<file path="src/rtl/f2h_pkg.sv">
`timescale 1ns/1ps
package f2h_pkg;
  localparam int SP_W      = 32;
  localparam int SP_EXP_W  = 8;
  localparam int SP_MAN_W  = 23;
  localparam int HP_EXP_W  = 5;
  localparam int HP_MAN_W  = 10;
  localparam int HP_W      = 1 + HP_EXP_W + HP_MAN_W;
  localparam int HP_MAG_W  = HP_W - 1;
  localparam int SP_BIAS   = 127;
  localparam int HP_BIAS   = 15;
  localparam int DROP_W    = SP_MAN_W - HP_MAN_W;
  localparam int SIG_W     = SP_MAN_W + 1;
  localparam int NORM_LO   = SP_BIAS - HP_BIAS + 1;
  localparam int NORM_HI   = SP_BIAS + HP_BIAS;

  typedef enum logic [2:0] {
    CL_ZERO, CL_INF, CL_NAN, CL_OVF, CL_NORM, CL_SUB
  } cls_e;
endpackage

</file>
<file path="src/rtl/f2h_unpack.sv">
`timescale 1ns/1ps
module f2h_unpack
  import f2h_pkg::*;
(
  input  logic [SP_W-1:0]     word,
  output logic                sgn,
  output logic [SP_EXP_W-1:0] ex,
  output logic [SP_MAN_W-1:0] man,
  output cls_e                cls
);
  assign sgn = word[SP_W-1];
  assign ex  = word[SP_W-2 -: SP_EXP_W];
  assign man = word[SP_MAN_W-1:0];

  always_comb begin
    if (ex == '0)
      cls = CL_ZERO;
    else if (ex == '1)
      cls = (man == '0) ? CL_INF : CL_NAN;
    else if (ex > SP_EXP_W'(NORM_HI))
      cls = CL_OVF;
    else if (ex >= SP_EXP_W'(NORM_LO))
      cls = CL_NORM;
    else
      cls = CL_SUB;
  end
endmodule

</file>
<file path="src/rtl/f2h_norm_rnd.sv">
`timescale 1ns/1ps
module f2h_norm_rnd
  import f2h_pkg::*;
(
  input  logic [SP_EXP_W-1:0] ex,
  input  logic [SP_MAN_W-1:0] man,
  output logic [HP_MAG_W-1:0] mag
);
  logic [HP_MAN_W-1:0] keep;
  logic [HP_EXP_W-1:0] hexp;
  logic                guard, sticky, inc;

  assign keep   = man[SP_MAN_W-1 -: HP_MAN_W];
  assign guard  = man[DROP_W-1];
  assign sticky = |man[DROP_W-2:0];
  assign inc    = guard & (sticky | keep[0]);
  assign hexp   = HP_EXP_W'(ex - SP_EXP_W'(NORM_LO - 1));
  // a fraction carry ripples into the exponent field, up to infinity
  assign mag    = {hexp, keep} + HP_MAG_W'(inc);
endmodule

</file>
<file path="src/rtl/f2h_sub_rnd.sv">
`timescale 1ns/1ps
module f2h_sub_rnd
  import f2h_pkg::*;
#(
  parameter int SH_CAP = SIG_W + 2
)(
  input  logic [SP_EXP_W-1:0] ex,
  input  logic [SP_MAN_W-1:0] man,
  output logic [HP_MAG_W-1:0] mag
);
  localparam int SHW = $clog2(SH_CAP + 1);
  localparam int VW  = SIG_W + SH_CAP;

  logic [SP_EXP_W-1:0] sh_full;
  logic [SHW-1:0]      sh;
  logic [VW-1:0]       shv;
  logic [SIG_W-1:0]    kept;
  logic                guard, sticky, inc;

  // |x| * 2^24 = sig * 2^(ex-126): right shift by 126-ex
  assign sh_full = SP_EXP_W'(SP_BIAS - 1) - ex;
  assign sh      = (sh_full > SP_EXP_W'(SH_CAP)) ? SHW'(SH_CAP) : SHW'(sh_full);
  assign shv     = {1'b1, man, {SH_CAP{1'b0}}} >> sh;
  assign kept    = shv[VW-1 -: SIG_W];
  assign guard   = shv[SH_CAP-1];
  assign sticky  = |shv[SH_CAP-2:0];
  assign inc     = guard & (sticky | kept[0]);
  assign mag     = HP_MAG_W'(kept) + HP_MAG_W'(inc);
endmodule

</file>
<file path="src/rtl/f32_to_f16_conv.sv">
`timescale 1ns/1ps
module f32_to_f16_conv
  import f2h_pkg::*;
(
  input  logic            clk,
  input  logic            rst,
  input  logic            in_vld,
  input  logic [SP_W-1:0] in_f32,
  output logic            out_vld,
  output logic [HP_W-1:0] out_f16
);
  localparam logic [HP_MAG_W-1:0] MAG_INF  = {{HP_EXP_W{1'b1}}, {HP_MAN_W{1'b0}}};
  localparam logic [HP_MAG_W-1:0] MAG_QNAN = {{HP_EXP_W{1'b1}}, 1'b1, {(HP_MAN_W-1){1'b0}}};

  logic                sgn;
  logic [SP_EXP_W-1:0] ex;
  logic [SP_MAN_W-1:0] man;
  cls_e                cls;
  logic [HP_MAG_W-1:0] norm_mag, sub_mag, mag;

  f2h_unpack   u_unpack (.word(in_f32), .sgn(sgn), .ex(ex), .man(man), .cls(cls));
  f2h_norm_rnd u_norm   (.ex(ex), .man(man), .mag(norm_mag));
  f2h_sub_rnd  u_sub    (.ex(ex), .man(man), .mag(sub_mag));

  always_comb begin
    unique case (cls)
      CL_ZERO:        mag = '0;
      CL_INF, CL_OVF: mag = MAG_INF;
      CL_NAN:         mag = MAG_QNAN;
      CL_NORM:        mag = norm_mag;
      default:        mag = sub_mag;
    endcase
  end

  always_ff @(posedge clk) begin
    if (rst) begin
      out_vld <= 1'b0;
      out_f16 <= '0;
    end else begin
      out_vld <= in_vld;
      if (in_vld) out_f16 <= {sgn, mag};
    end
  end
endmodule

</file>
<file path="config.mk">
export PLATFORM = sky130hd
export DESIGN_NAME = f32_to_f16_conv
export DESIGN_NICKNAME = d
export VERILOG_FILES = /design/src/rtl/f2h_pkg.sv /design/src/rtl/f2h_unpack.sv /design/src/rtl/f2h_norm_rnd.sv /design/src/rtl/f2h_sub_rnd.sv /design/src/rtl/f32_to_f16_conv.sv
export SDC_FILE = /design/constraint.sdc
export NUM_CORES = 1
export LEC_CHECK = 0
export ABC_AREA = 1
export CORE_AREA = 3 3 115 128
export CTS_CLUSTER_DIAMETER = 30
export DETAILED_ROUTE_END_ITERATION = 6
export DIE_AREA = 0 0 118 131
export PLACE_DENSITY = 0.46
export SLEW_MARGIN = 20
export SYNTH_ARGS = -nofsm -noshare
export SYNTH_HDL_FRONTEND = slang
export SYNTH_HIERARCHICAL = 1
export SYNTH_SLANG_ARGS = --single-unit
</file>
<file path="constraint.sdc">
create_clock -name clk -period 8.3 [get_ports clk]
set_clock_uncertainty 0.15 [all_clocks]
set_input_delay 1.245 -clock clk [delete_from_list [all_inputs] [get_ports clk]]
set_output_delay 1.245 -clock clk [all_outputs]
set_load 0.02 [all_outputs]
</file>
==> impl_results.rst <==
.. list-table::
   :header-rows: 1

   * - Metric
     - Value
   * - Antenna violations before repair
     - 0
   * - Transition at the pin with the smallest max-transition slack
     - 0.810 ns
   * - Layout Nets
     - 779
   * - Library cells used by synthesis
     - 40
   * - Minimum clock period
     - 5.79 ns
   * - Number of iterations in the first detailed-routing pass
     - 5
   * - Number of buffers created by CTS
     - 3
   * - Start-to-end type of the worst setup path
     - primary input to flop
   * - Power spent charging and discharging nets
     - 153 uW
   * - IO buf count
     - 51
   * - Result of the run
     - finished, final reports clean
   * - Number of buffers added for setup after CTS
     - 0
   * - Number of global-route vias before repair
     - 4,053
   * - Vias
     - 4,613
   * - Half-perimeter wire length after detailed placement
     - 10,800 um
   * - CP Data Arrival Time
     - 5.79 ns
   * - Unrepaired setup endpoints after global routing
     - no
   * - Final Hold Vio Count
     - 0
   * - Worst voltage drop across the vdd grid
     - 0.0593 mV
   * - Yosys reg bits
     - 17
   * - Die Width
     - 118 um
   * - Sum of routed wire length over all layers
     - 13,500 um
   * - Critical path data required time
     - 8.30 ns
   * - Internal power consumption
     - 215 uW
   * - Total design power
     - 368 uW
   * - Proportion of power drawn by combinational gates
     - 0.498
   * - Number of violations of the max-capacitance limit
     - 0
   * - Final sum of negative setup slack
     - 0 ns
   * - Most used flip-flop cell after synthesis
     - sky130_fd_sc_hd__dfxtp_1
   * - Post-synthesis cell count
     - 745
   * - Worst slack on hold paths
     - 0.358 ns
   * - Routed Antenna Nets
     - 0
   * - Synth-to-layout area growth
     - 9.73%
   * - Peak fanout along the critical path
     - 32
   * - Initial DRC Count
     - 386
   * - Clock network power share
     - 0.259
   * - Post_cts resized
     - 0
   * - Mean routed wirelength per cell
     - 14.5 um
   * - Number of levels in the clock H-tree
     - 1
   * - Leftover overflow at the end of global routing
     - 0
   * - Clk sinks
     - 17
   * - Starting density of the core
     - 0.293
   * - Yosys synthesis warning count
     - 6
   * - Antenna cells
     - 0
   * - Leakage power summed over all cells
     - 0.00219 uW
   * - Master cell of the clock root buffer
     - sky130_fd_sc_hd__clkbuf_16
   * - Switching portion of total power
     - 0.416
   * - Wire length of the first global-routing pass
     - 20,700 um
   * - Synthesized area per cell
     - 5.38 um^2
   * - Nature of the critical path startpoint
     - primary input
   * - Total routing usage reported by global routing
     - 0.164
   * - Insertion delay of the later-clocked pin in the worst-skew pair
     - 0.24 ns
   * - Post-synthesis sequential area ratio
     - 0.0849
   * - Setup violations, final
     - 0
   * - Fraction of final layout cells with drive strength greater than 1
     - 0.0812
   * - Overall die height
     - 131 um
   * - Number of vias per cell after detailed routing
     - 4.98
   * - Count of pins on the block boundary
     - 52
   * - Sequential power share
     - 0.243
   * - DRC
     - 0
   * - Floorplan core area
     - 13,700 um^2
   * - Tcrit/Tclk final
     - 0.698
   * - Clock tree buffer depth
     - 2
   * - Hold bufs inserted after CTS
     - 0
   * - Max-slew violation count
     - 0
   * - Synthesized Nets
     - 784
   * - Count of flip-flops with a built-in enable after synthesis
     - 0
   * - Asr flop ratio synth
     - 0
   * - Count of standard-cell rows
     - 45
   * - Timing-limited maximum frequency
     - 173 MHz
   * - Path category of the worst min-delay check
     - flop to flop
   * - Largest net degree at the start of global routing
     - 33
   * - Clock transition at the registers of the reported paths
     - 0.05 ns
   * - CP Capture Type
     - flop
   * - Cell Pwr Density
     - 83.7 nW/um^2
   * - CTS tree
     - yes
   * - Slew HR
     - 0.460
   * - Fill cells
     - 1,578
   * - Combined area of all synthesized cells
     - 4010 um^2
   * - Routability congestion estimate
     - 0.903
   * - Total Die Area
     - 15,500 um^2
placed cells by master (no fill, tap or decap), types with 2 or more instances in the layout:
cell type | netlist | routed
sky130_fd_sc_hd__a21oi_1 | 2 | 2
sky130_fd_sc_hd__and2_1 | 2 | 2
sky130_fd_sc_hd__buf_4 | 35 | 2
sky130_fd_sc_hd__clkbuf_16 | 0 | 3
sky130_fd_sc_hd__clkdlybuf4s50_1 | 0 | 50
sky130_fd_sc_hd__dfxtp_1 | 17 | 17
sky130_fd_sc_hd__ha_1 | 4 | 4
sky130_fd_sc_hd__inv_1 | 75 | 75
sky130_fd_sc_hd__inv_2 | 9 | 9
sky130_fd_sc_hd__nand2_1 | 189 | 189
sky130_fd_sc_hd__nand2_2 | 11 | 11
sky130_fd_sc_hd__nand2_4 | 5 | 5
sky130_fd_sc_hd__nand3_1 | 171 | 171
sky130_fd_sc_hd__nand3_2 | 3 | 3
sky130_fd_sc_hd__nand3_4 | 3 | 3
sky130_fd_sc_hd__nand4_1 | 34 | 34
sky130_fd_sc_hd__nor2_1 | 96 | 96
sky130_fd_sc_hd__nor2_2 | 8 | 8
sky130_fd_sc_hd__nor2_4 | 4 | 4
sky130_fd_sc_hd__nor2_8 | 2 | 2
sky130_fd_sc_hd__nor3_1 | 3 | 3
sky130_fd_sc_hd__nor3_4 | 2 | 2
sky130_fd_sc_hd__o21ai_0 | 10 | 10
sky130_fd_sc_hd__o21ai_1 | 3 | 3
sky130_fd_sc_hd__or2_2 | 2 | 2
sky130_fd_sc_hd__xnor2_1 | 6 | 6
sky130_fd_sc_hd__xor2_1 | 10 | 10
kinds of logic after synthesis:
group | synth area share
fa+ha+maj | 0.0125
xor+xnor | 0.0390
buf+inv | 0.191
compound gates | 0.0290
flops | 0.0849
simple gates | 0.643
power groups by stage:
stage	sequential, uW	combinational (uW)	clock, uW
detailed placement	91.3	184	0
floorplan	97.8	130	0
global placement	91.3	183	0
global route	90.1	204	102
finish	89.6	184	95.2
CTS	89.6	184	98.2
layer usage:
| layer | wire length, um | part of all wire | GRT usage | up-vias |
|---|---|---|---|---|
| li1 | - | - | - | 2368 |
| met1 | 5740 | 0.43 | 0.203 | 2101 |
| met5 | 0 | 0 | 0 | - |
| met3 | 495 | 0.037 | 0.00947 | 20 |
| met2 | 6820 | 0.51 | 0.309 | 124 |
| met4 | 397 | 0.030 | 0.0503 | 0 |
registers in the layout, summed over array words and instances, names as in the netlist:
name	flops
out_f16	16
out_vld	1
critical path, stage by stage:
cell                              delay [ns]
sky130_fd_sc_hd__clkdlybuf4s50_1        0.45
sky130_fd_sc_hd__buf_4                  0.32
sky130_fd_sc_hd__ha_1                   0.25
sky130_fd_sc_hd__nor2_1                 0.08
sky130_fd_sc_hd__nor2_4                 0.21
sky130_fd_sc_hd__o21ai_0                0.18
sky130_fd_sc_hd__nand3_4                0.31
sky130_fd_sc_hd__nand2_4                0.13
sky130_fd_sc_hd__nor2_8                 0.34
sky130_fd_sc_hd__inv_2                  0.27
sky130_fd_sc_hd__nand3_1                0.16
sky130_fd_sc_hd__nand2_1                0.08
sky130_fd_sc_hd__o21ai_1                0.20
sky130_fd_sc_hd__nand2_1                0.08
sky130_fd_sc_hd__nand2_1                0.14
sky130_fd_sc_hd__nand2_2                0.10
sky130_fd_sc_hd__inv_1                  0.11
sky130_fd_sc_hd__ha_1                   0.23
sky130_fd_sc_hd__inv_1                  0.11
sky130_fd_sc_hd__nor2_2                 0.20
sky130_fd_sc_hd__nand3_1                0.11
sky130_fd_sc_hd__nand2_1                0.08
sky130_fd_sc_hd__nand2_1                0.04
sky130_fd_sc_hd__o21ai_0                0.14
sky130_fd_sc_hd__nand3_1                0.09
sky130_fd_sc_hd__nand2_1                0.08
sky130_fd_sc_hd__inv_1                  0.03
synth_stat cells, types with 3 or more instances:
master | instances | area (um^2)
sky130_fd_sc_hd__buf_2 | 14 | 70.1
sky130_fd_sc_hd__buf_4 | 35 | 263
sky130_fd_sc_hd__buf_6 | 8 | 90.1
sky130_fd_sc_hd__clkbuf_1 | 5 | 18.8
sky130_fd_sc_hd__dfxtp_1 | 17 | 340
sky130_fd_sc_hd__ha_1 | 4 | 50.1
sky130_fd_sc_hd__inv_1 | 75 | 282
sky130_fd_sc_hd__inv_2 | 9 | 33.8
sky130_fd_sc_hd__nand2_1 | 189 | 709
sky130_fd_sc_hd__nand2_2 | 11 | 68.8
sky130_fd_sc_hd__nand2_4 | 5 | 56.3
sky130_fd_sc_hd__nand3_1 | 171 | 856
sky130_fd_sc_hd__nand3_2 | 3 | 30.0
sky130_fd_sc_hd__nand3_4 | 3 | 52.6
sky130_fd_sc_hd__nand4_1 | 34 | 213
sky130_fd_sc_hd__nor2_1 | 96 | 360
sky130_fd_sc_hd__nor2_2 | 8 | 50.1
sky130_fd_sc_hd__nor2_4 | 4 | 45.0
sky130_fd_sc_hd__nor3_1 | 3 | 15.0
sky130_fd_sc_hd__o21ai_0 | 10 | 50.1
sky130_fd_sc_hd__o21ai_1 | 3 | 15.0
sky130_fd_sc_hd__xnor2_1 | 6 | 52.6
sky130_fd_sc_hd__xor2_1 | 10 | 87.6
metrics by stage:
step | setup WS, ns | area [um^2] | instances | utilization
2_1_floorplan | 3.64 | 4010 | 745 | -
3_5_place_dp | 2.29 | 4330 | 923 | 0.316
6_report | 2.51 | 4400 | 927 | 0.322
3_3_place_gp | 2.37 | 4330 | 923 | 0.316
5_1_grt | 1.98 | 4400 | 927 | 0.322
4_1_cts | 2.54 | 4410 | 927 | 0.322
layout make-up:
type | instances | area (um^2) | share of cell area
multi-input combinational | 580 | 2900 | 0.660
clock inverter | 1 | 5.00 | 0.00114
timing repair buffer | 53 | 520 | 0.118
tap | 188 | 235 | 0.0535
inverter | 85 | 322 | 0.0731
clock buffer | 3 | 75.1 | 0.0171
sequential | 17 | 340 | 0.0773
worst paths after layout:
path / slack, ns / startpoint / depth (start not counted) / end
max: 2.51 / in_f32[23] / 27 / out_f16[12]$_SDFFE_PP0P_
min: 0.36 / out_f16[15]$_SDFFE_PP0P_ / 2 / out_f16[15]$_SDFFE_PP0P_
max reg2reg: 7.48 / out_f16[12]$_SDFFE_PP0P_ / 4 / out_f16[12]$_SDFFE_PP0P_
min reg2reg: 0.36 / out_f16[15]$_SDFFE_PP0P_ / 2 / out_f16[15]$_SDFFE_PP0P_
Power figures use the tool's default switching activity.
